### config.mk
export PLATFORM = sky130hd
export DESIGN_NAME = vdc_cycle_decoder
export DESIGN_NICKNAME = d
export VERILOG_FILES = /design/src/rtl/vdc_pkg.sv /design/src/rtl/vdc_strobe_edges.sv /design/src/rtl/vdc_ras_classify.sv /design/src/rtl/vdc_mode_regs.sv /design/src/rtl/vdc_cycle_decoder.sv
export SDC_FILE = /design/constraint.sdc
export NUM_CORES = 1
export LEC_CHECK = 0
export CORE_MARGIN = 4
export CORE_UTILIZATION = 46
export DETAILED_ROUTE_END_ITERATION = 8
export GPL_ROUTABILITY_DRIVEN = 0
export MAX_ROUTING_LAYER = met4
export PLACE_DENSITY = 0.79
export SYNTH_ARGS = -nofsm -noshare
export SYNTH_HDL_FRONTEND = slang
export SYNTH_SLANG_ARGS = --single-unit
### constraint.sdc
create_clock -name clk -period 1.9 [get_ports clk]
set_input_delay 0.38 -clock clk [delete_from_list [all_inputs] [get_ports clk]]
set_output_delay 0.38 -clock clk [all_outputs]
set_load 0.005 [all_outputs]
### src/rtl/vdc_pkg.sv
package vdc_pkg;

  typedef enum logic [2:0] {
    CY_RSVD     = 3'd0,
    CY_REF_STOP = 3'd1,
    CY_REF_CLR  = 3'd2,
    CY_REF_KEEP = 3'd3,
    CY_WR       = 3'd4,
    CY_BLKWR    = 3'd5,
    CY_LD_MASK  = 3'd6,
    CY_LD_COLOR = 3'd7
  } cyc_e;

  typedef enum logic [1:0] {
    PD_NONE  = 2'd0,
    PD_WRITE = 2'd1,
    PD_LOAD  = 2'd2
  } pend_e;

endpackage

### src/rtl/vdc_strobe_edges.sv
module vdc_strobe_edges (
  input  logic clk,
  input  logic rst_n,
  input  logic ras_n,
  input  logic cas_n,
  output logic ras_fall,
  output logic ras_rise,
  output logic cas_fall
);

  logic ras_q, cas_q;

  // Strobes idle high, so the history registers reset high.
  always_ff @(posedge clk or negedge rst_n) begin
    if (!rst_n) begin
      ras_q <= 1'b1;
      cas_q <= 1'b1;
    end else begin
      ras_q <= ras_n;
      cas_q <= cas_n;
    end
  end

  assign ras_fall = ras_q & ~ras_n;
  assign ras_rise = ~ras_q & ras_n;
  assign cas_fall = cas_q & ~cas_n;

endmodule

### src/rtl/vdc_ras_classify.sv
module vdc_ras_classify
  import vdc_pkg::*;
(
  input  logic  cas_n,
  input  logic  trg_n,
  input  logic  we_low,
  input  logic  dsf,
  output logic  is_refresh,
  output cyc_e  ref_type,
  output pend_e pend
);

  // First decode stage, evaluated on the row-strobe fall.
  always_comb begin
    is_refresh = 1'b0;
    ref_type   = CY_RSVD;
    pend       = PD_NONE;
    if (!cas_n) begin
      is_refresh = 1'b1;
      ref_type   = cyc_e'({1'b0, ~we_low, dsf});
    end else if (trg_n) begin
      if (!dsf)         pend = PD_WRITE;
      else if (!we_low) pend = PD_LOAD;
    end
  end

endmodule

### src/rtl/vdc_mode_regs.sv
module vdc_mode_regs #(
  parameter int DQ_W   = 16,
  parameter int CODE_W = 4
) (
  input  logic              clk,
  input  logic              rst_n,
  input  logic              set_stop,
  input  logic [CODE_W-1:0] code_in,
  input  logic              clr_modes,
  input  logic              load_mask,
  input  logic [DQ_W-1:0]   mask_in,
  output logic              pwpb,
  output logic              stop_mode,
  output logic [CODE_W-1:0] stop_code,
  output logic [DQ_W-1:0]   wmask
);

  logic              pwpb_d, stop_d;
  logic [CODE_W-1:0] code_d;
  logic [DQ_W-1:0]   wmask_d;
  logic              en;

  assign en = set_stop | clr_modes | load_mask;

  always_comb begin
    pwpb_d  = pwpb;
    stop_d  = stop_mode;
    code_d  = stop_code;
    wmask_d = wmask;
    if (clr_modes) begin
      pwpb_d = 1'b0;
      stop_d = 1'b0;
    end
    if (set_stop) begin
      stop_d = 1'b1;
      code_d = code_in;
    end
    if (load_mask) begin
      pwpb_d  = 1'b1;
      wmask_d = mask_in;
    end
  end

  always_ff @(posedge clk or negedge rst_n) begin
    if (!rst_n) begin
      pwpb      <= 1'b0;
      stop_mode <= 1'b0;
      stop_code <= '0;
      wmask     <= '0;
    end else if (en) begin
      pwpb      <= pwpb_d;
      stop_mode <= stop_d;
      stop_code <= code_d;
      wmask     <= wmask_d;
    end
  end

endmodule

### src/rtl/vdc_cycle_decoder.sv
module vdc_cycle_decoder
  import vdc_pkg::*;
#(
  parameter int DQ_W   = 16,
  parameter int CODE_W = 4
) (
  input  logic              clk,
  input  logic              rst_n,
  input  logic              ras_n,
  input  logic              cas_n,
  input  logic              trg_n,
  input  logic              wel_n,
  input  logic              weu_n,
  input  logic              dsf,
  input  logic [CODE_W-1:0] addr_code,
  input  logic [DQ_W-1:0]   dq,
  output logic [2:0]        cyc_type,
  output logic              cyc_valid,
  output logic              cyc_pulse,
  output logic              wr_masked,
  output logic [DQ_W-1:0]   eff_mask,
  output logic              pwpb_mode,
  output logic              stop_mode,
  output logic [CODE_W-1:0] stop_code
);

  localparam logic [DQ_W-1:0] ALL_ONES = {DQ_W{1'b1}};

  // Reset: asserts asynchronously, releases on a clock edge.
  logic [1:0] rst_sync;
  logic       rst_i_n;

  always_ff @(posedge clk or negedge rst_n) begin
    if (!rst_n) rst_sync <= 2'b00;
    else        rst_sync <= {rst_sync[0], 1'b1};
  end

  assign rst_i_n = rst_sync[1];

  logic ras_fall, ras_rise, cas_fall;

  vdc_strobe_edges u_edges (
    .clk      (clk),
    .rst_n    (rst_i_n),
    .ras_n    (ras_n),
    .cas_n    (cas_n),
    .ras_fall (ras_fall),
    .ras_rise (ras_rise),
    .cas_fall (cas_fall)
  );

  logic  we_low;
  logic  is_ref;
  cyc_e  ref_type;
  pend_e cls_pend;

  assign we_low = ~(wel_n & weu_n);

  vdc_ras_classify u_cls (
    .cas_n      (cas_n),
    .trg_n      (trg_n),
    .we_low     (we_low),
    .dsf        (dsf),
    .is_refresh (is_ref),
    .ref_type   (ref_type),
    .pend       (cls_pend)
  );

  // Register state and its next-state values
  pend_e           pend_q, pend_d;
  logic            pmask_q, pmask_d;
  logic [DQ_W-1:0] rmask_q, rmask_d;
  cyc_e            type_q, type_d;
  logic            valid_q, valid_d;
  logic            pulse_q, pulse_d;
  logic            wm_q, wm_d;
  logic [DQ_W-1:0] emask_q, emask_d;

  logic            pwpb;
  logic [DQ_W-1:0] wmask;

  // Second stage fires on a column-strobe fall inside an open row cycle.
  logic cas_go;
  assign cas_go = cas_fall & ~ras_n & ~ras_fall & (pend_q != PD_NONE);

  logic set_stop, clr_modes, load_mask;
  assign set_stop  = ras_fall & is_ref & (ref_type == CY_REF_STOP);
  assign clr_modes = ras_fall & is_ref & (ref_type == CY_REF_CLR);
  assign load_mask = cas_go & (pend_q == PD_LOAD) & ~dsf;

  vdc_mode_regs #(.DQ_W(DQ_W), .CODE_W(CODE_W)) u_modes (
    .clk       (clk),
    .rst_n     (rst_i_n),
    .set_stop  (set_stop),
    .code_in   (addr_code),
    .clr_modes (clr_modes),
    .load_mask (load_mask),
    .mask_in   (dq),
    .pwpb      (pwpb),
    .stop_mode (stop_mode),
    .stop_code (stop_code),
    .wmask     (wmask)
  );

  always_comb begin
    pend_d  = pend_q;
    pmask_d = pmask_q;
    rmask_d = rmask_q;
    type_d  = type_q;
    valid_d = valid_q;
    pulse_d = 1'b0;
    wm_d    = wm_q;
    emask_d = emask_q;
    if (ras_rise) begin
      valid_d = 1'b0;
      pend_d  = PD_NONE;
    end else if (ras_fall) begin
      if (is_ref) begin
        type_d  = ref_type;
        valid_d = 1'b1;
        pulse_d = 1'b1;
        wm_d    = 1'b0;
        emask_d = ALL_ONES;
        pend_d  = PD_NONE;
      end else begin
        pend_d  = cls_pend;
        pmask_d = we_low;
        rmask_d = dq;
        valid_d = 1'b0;
      end
    end else if (cas_go) begin
      valid_d = 1'b1;
      pulse_d = 1'b1;
      pend_d  = PD_NONE;
      if (pend_q == PD_WRITE) begin
        type_d  = dsf ? CY_BLKWR : CY_WR;
        wm_d    = pmask_q;
        emask_d = !pmask_q ? ALL_ONES : (pwpb ? wmask : rmask_q);
      end else begin
        type_d  = dsf ? CY_LD_COLOR : CY_LD_MASK;
        wm_d    = 1'b0;
        emask_d = ALL_ONES;
      end
    end
  end

  always_ff @(posedge clk or negedge rst_i_n) begin
    if (!rst_i_n) begin
      pend_q  <= PD_NONE;
      pmask_q <= 1'b0;
      rmask_q <= '0;
      type_q  <= CY_RSVD;
      valid_q <= 1'b0;
      pulse_q <= 1'b0;
      wm_q    <= 1'b0;
      emask_q <= ALL_ONES;
    end else begin
      pend_q  <= pend_d;
      pmask_q <= pmask_d;
      rmask_q <= rmask_d;
      type_q  <= type_d;
      valid_q <= valid_d;
      pulse_q <= pulse_d;
      wm_q    <= wm_d;
      emask_q <= emask_d;
    end
  end

  assign cyc_type  = type_q;
  assign cyc_valid = valid_q;
  assign cyc_pulse = pulse_q;
  assign wr_masked = wm_q;
  assign eff_mask  = emask_q;
  assign pwpb_mode = pwpb;

endmodule

Word-level counts from Yosys, hierarchy flattened
Cells that the tools add are included.

operators by class
  equal/unequal tests = 5
  muxes and demuxes = 34
  bitwise operators = 21
  reductions and logical operators = 11

operators by type and width
  operator              count
  $mux W16              6
  $mux W2               9
  $mux W1               16
  $and A1 B1 Y1         12
  $mux W3               3
  $reduce_and A2 Y1     4
  $reduce_bool A2 Y1    4
  $not A1 Y1            7
  $reduce_and A3 Y1     2
  $eq A3 B1 Y1 const B  1
  $eq A3 B2 Y1 const B  1
  $reduce_bool A3 Y1    1
  $eq A2 B1 Y1 const B  1
  $eq A2 B2 Y1 const B  1
  $ne A2 B2 Y1 const B  1
  $or A1 B1 Y1          2

storage, ports and cells
  register bits after elaboration = 67
  bits of input ports = 28
  output and inout bits = 28
  logic and storage cells = 86

Depth between registers and ports, before layout
  word-level depth = 9
  mapped depth = 8
  mapped depth without buffers = 5

Hierarchy
A second synthesis with hierarchy kept.

unflattened totals
  cell total of the unflattened synthesis = 194
  area total of the unflattened synthesis = 2909.0 µm²

modules (own cells, without submodules)
  module             times used  cells an instance  area an instance (µm²)  seq. area each (µm²)
  vdc_cycle_decoder  1           135                1929.4                  1096.1
  vdc_mode_regs      1           47                 860.8                   550.5
  vdc_strobe_edges   1           5                  73.8                    52.6
  vdc_ras_classify   1           7                  45.0                    0.0

Worst setup path after synthesis
No wires, ideal clock.

  path type = input to register
  from = input ras_n
  to = register u_modes.wmask[10]
  arrival time = 1700 ps
  path slack = 75 ps
  stages on the path = 7
  path buffers = 2
  path through = inv_1 > ha_1 > buf_6 > nor4_4 > nand3_4 > buf_6 > mux2_4

on the way
  cells in the longest elaborated chain, start to end = 9
  elaborated cells between the ends (all ways) = 14
  those cells by class = 13 x bitwise; 1 x reduce/logical

RTL lines
  what                                  RTL line                                         source
  from (decl)                           vdc_cycle_decoder.sv:9                           input logic ras_n,
  $not A1 Y1 *                          vdc_strobe_edges.sv:24, vdc_cycle_decoder.sv:84
  $and A1 B1 Y1                         vdc_strobe_edges.sv:24                           assign ras_fall = ras_q & ~ras_n;
  $not A1 Y1                            vdc_cycle_decoder.sv:84                          assign cas_go = cas_fall & ~ras_n & ~ras_fall & (pend_q != PD_NONE);
  $and A1 B1 Y1 (2 in series)           vdc_cycle_decoder.sv:84
  $and A1 B1 Y1 (2 in series)           vdc_cycle_decoder.sv:89                          assign load_mask = cas_go & (pend_q == PD_LOAD) & ~dsf;
  $or A1 B1 Y1                          vdc_mode_regs.sv:23                              assign en = set_stop | clr_modes | load_mask;
  $reduce_and A2 Y1 (no source line) *  -
  to (signal assigned)                  vdc_mode_regs.sv:54                              wmask <= wmask_d;
  to (decl)                             vdc_mode_regs.sv:15                              output logic [DQ_W-1:0] wmask

Mark *: on every way between the ends. The rest lies on a longest branch, timed or not.
A chain may end at the register's enable or synchronous reset.

Worst setup path in the final report
  from = register u_edges.ras_q
  to = register type_q[1] (netlist: cyc_type[1])

on the way
  cells in the longest elaborated chain, start to end = 6
  elaborated cells between the ends (all ways) = 11
  those cells by class = 1 x eq/ne; 1 x mux; 7 x bitwise; 2 x reduce/logical

RTL lines
  what                                 RTL line                  source
  from (decl)                          vdc_strobe_edges.sv:11    logic ras_q, cas_q;
  from (signal assigned)               vdc_strobe_edges.sv:19    ras_q <= ras_n;
  $and A1 B1 Y1                        vdc_strobe_edges.sv:24
  $not A1 Y1                           vdc_cycle_decoder.sv:84
  $and A1 B1 Y1 (2 in series)          vdc_cycle_decoder.sv:84
  $reduce_bool A2 Y1 (no source line)  -
  $reduce_and A3 Y1 (no source line)   -
  to (signal assigned)                 vdc_cycle_decoder.sv:161  type_q <= type_d;
  to (decl)                            vdc_cycle_decoder.sv:73   cyc_e type_q, type_d;

Several ways; a longest one is shown, not always the timed one.

==> impl_metrics.ini <==
[clocking]
h-tree-depth = 3
clk_path_buf_depth = 2
cts_tree = yes
cts.sinks = 67
clk_pin_slew_ps = 70
cts_root_buffer = clkbuf_8
clkLatencyLatePin_ps = 330
cts_made_buffers = 9

[sta]
tightestPinTransition_ps = 533
fin_tns_setup_ps = 0
finalClockSkew_ps = 5.23
fmax_ghz = 0.541
slew_viol_final = 0
fin_ws_ps = 50.7
hold_violations = 0
fin_crit_sh_pct = 97.3
setup_viol = 0
finalCriticalPeriod_ps = 1850
maxSlewHeadroom_pct = 64.5

[setup_path]
arrival_ps = 2060
end_kind = flop
cp_data_required_time_ps = 2110
crit_fanout = 6
reg2reg_from = u_edges.ras_q
startpoint_type = flop
startpoint = u_edges.ras_q
crit_type = reg -> reg

[placed_design]
place_worst_setup_slack_ps = -394
port_buffers = 55
dp_hpwl_mm = 4.02
place_inst = 344

[synthesis]
synth.ff_latch_count = 67
synth_cell_types = 28
avgSynthCellArea_um2 = 14.3
netlist_instances = 205
yosys_warnings = 0
syn-num-nets = 235
synth_top_cell_by_area = dfrtp_1
synth_top_area_share_pct = 41.9
syn_area_mm2 = 0.00293
ys_seq_area_share_pct = 58.0
ys_top_cells_by_area = dfrtp_1 42%, mux2_2 19%, dfstp_2 16%

[routing]
wire_per_inst_um = 16.3
drt_wl_total_mm = 6.00
drc = 0
drtIter0Drc = 89
via_count = 1892
firstDrtPassIters = 4
ant_nets = 0
avgViaCountPerCell = 5.14

[finish]
area_growth_pct = 36.5
stdcell_count = 368
post-route-util_pct = 66.0
diodes = 0
nets = 318
final_layout_size_suffix_gt1_share_pct = 42.7
final_cell_mix = 54 x clkdlybuf4s50_1, 48 x mux2_2, 48 x dfrtp_1, 22 x buf_4, 18 x dfstp_2
final_common_cell = clkdlybuf4s50_1

[die]
io_pins = 56
dieArea_mm2 = 0.00771
core-area_mm2 = 0.00606
die_x_um = 87.8
start_util_pct = 48.3
die_y_um = 87.8
rows = 28

[outcome]
status = finished, final reports clean

[global_route]
antenna_found_initial = 0
grt_pass1_wl_mm = 9.42
track_usage_pct = 16.7
grt.overflow.total = 0
first_global_vias = 1925
grt_start_max_net_pins = 43

[power_and_ir_drop]
power.density_mw_per_mm2 = 850
ir_worst_vdd_mv = 0.581
power_w = 0.00340
leakage_nw = 1.78

[flow_run]
drv_cap = 0

[min_path]
min_path_type = in -> async
==> path summary, 6_finish.rpt <==
path | slack [ps] | endpoint | cells after the start
max | 50 | cyc_type[1] | 7
min | 200 | rst_sync[0] | 1
max reg2reg | 50 | cyc_type[1] | 7
min reg2reg | 250 | rmask_q[5] | 1
max in group asynchronous | 1170 | eff_mask[15] | 1
min in group clk | 340 | u_edges.ras_q | 2
==> cells by family after synthesis <==
kind of cell               after synthesis  share of synthesized area (%)
muxes                                   76                           29.6
DFF                                     67                           58.0
and+or+nand+nor                         34                           6.66
buffers and inverters                   18                           3.16
AOI/OAI and AO/OA                        7                           1.54
adders and majority gates                2                          0.854
other                                    1                          0.128
==> where the power goes <==
group	switching [W]	total, W	internal, W	leakage (nW)
clock network	0.000494	0.00117	0.000678	0.101
logic	0.000217	0.000575	0.000357	0.878
registers	0.0000723	0.00165	0.00158	0.804
==> flip-flops by register name, indices dropped and copies added (netlist names), 2 cells and up <==
register and count:
rst_sync 2, cyc_type 3, rmask_q 16, u_modes.stop_code 4
pend_q 2, eff_mask 16, u_modes.wmask 16
==> stage by stage <==
step	hold WS [ps]	cell area, um^2
after floorplan	84.4	2930
after global placement	252	3690
after detailed placement	259	3690
after CTS	191	3910
after global routing	185	4000
final	205	4000
==> repair_timing <==
action,in CTS,in global routing
gates resized for setup,4,11
gates cloned,0,2
setup endpoints to repair,14,26
hold buffers,0,0
pin swaps,0,2
setup buffers,1,5
==> critical path, stage by stage (launching register included) <==
cell and delay, ps:
dfstp_2 550, ha_4 160, buf_6 110, o21bai_1 100, nor3b_4 220, buf_4 150, buf_6 130, mux2_4 310
==> metal layers <==
| layer | global-route usage (%) | part of all wire, % | vias up |
|---|---|---|---|
| met3 | 4.33 | 5.4 | 8 |
| met2 | 25.1 | 49 | 51 |
| met5 | - | 0 | - |
| li1 | - | - | 873 |
| met1 | 21.9 | 45 | 960 |
| met4 | 6.28 | 1.3 | 0 |
==> synthesized netlist by cell type <==
| cell | count |
|---|---|
| clkbuf_1 | 1 |
| nand3b_1 | 1 |
| nand3_4 | 1 |
| buf_6 | 2 |
| nor4_4 | 1 |
| conb_1 | 1 |
| nor3b_1 | 1 |
| a21oi_1 | 1 |
| o21ai_0 | 2 |
| nor2b_1 | 1 |
| nand3_1 | 1 |
| nor3_1 | 3 |
| and4b_1 | 1 |
| o21bai_1 | 2 |
| buf_2 | 8 |
| nand2b_1 | 4 |
| nand2_1 | 17 |
| dfrtp_1 | 49 |
| nor2_1 | 2 |
| mux2_4 | 9 |
| dfstp_2 | 18 |
| mux2_2 | 50 |
| mux2i_1 | 17 |
| o22ai_1 | 1 |
| ha_1 | 2 |
| inv_1 | 7 |
| o221ai_1 | 1 |
| and3b_1 | 1 |
==> cell type report <==
| cell class | count | area, um^2 |
|---|---|---|
| Clock inverter | 2 | 35.0 |
| Inverter | 7 | 26.3 |
| Sequential cell | 67 | 1700 |
| Clock buffer | 14 | 163 |
| Fill cell | 444 | 2060 |
| Multi-Input combinational cell | 120 | 1180 |
| Tap cell | 75 | 93.8 |
| Timing Repair Buffer | 83 | 803 |
Power figures use the tool's default switching activity.
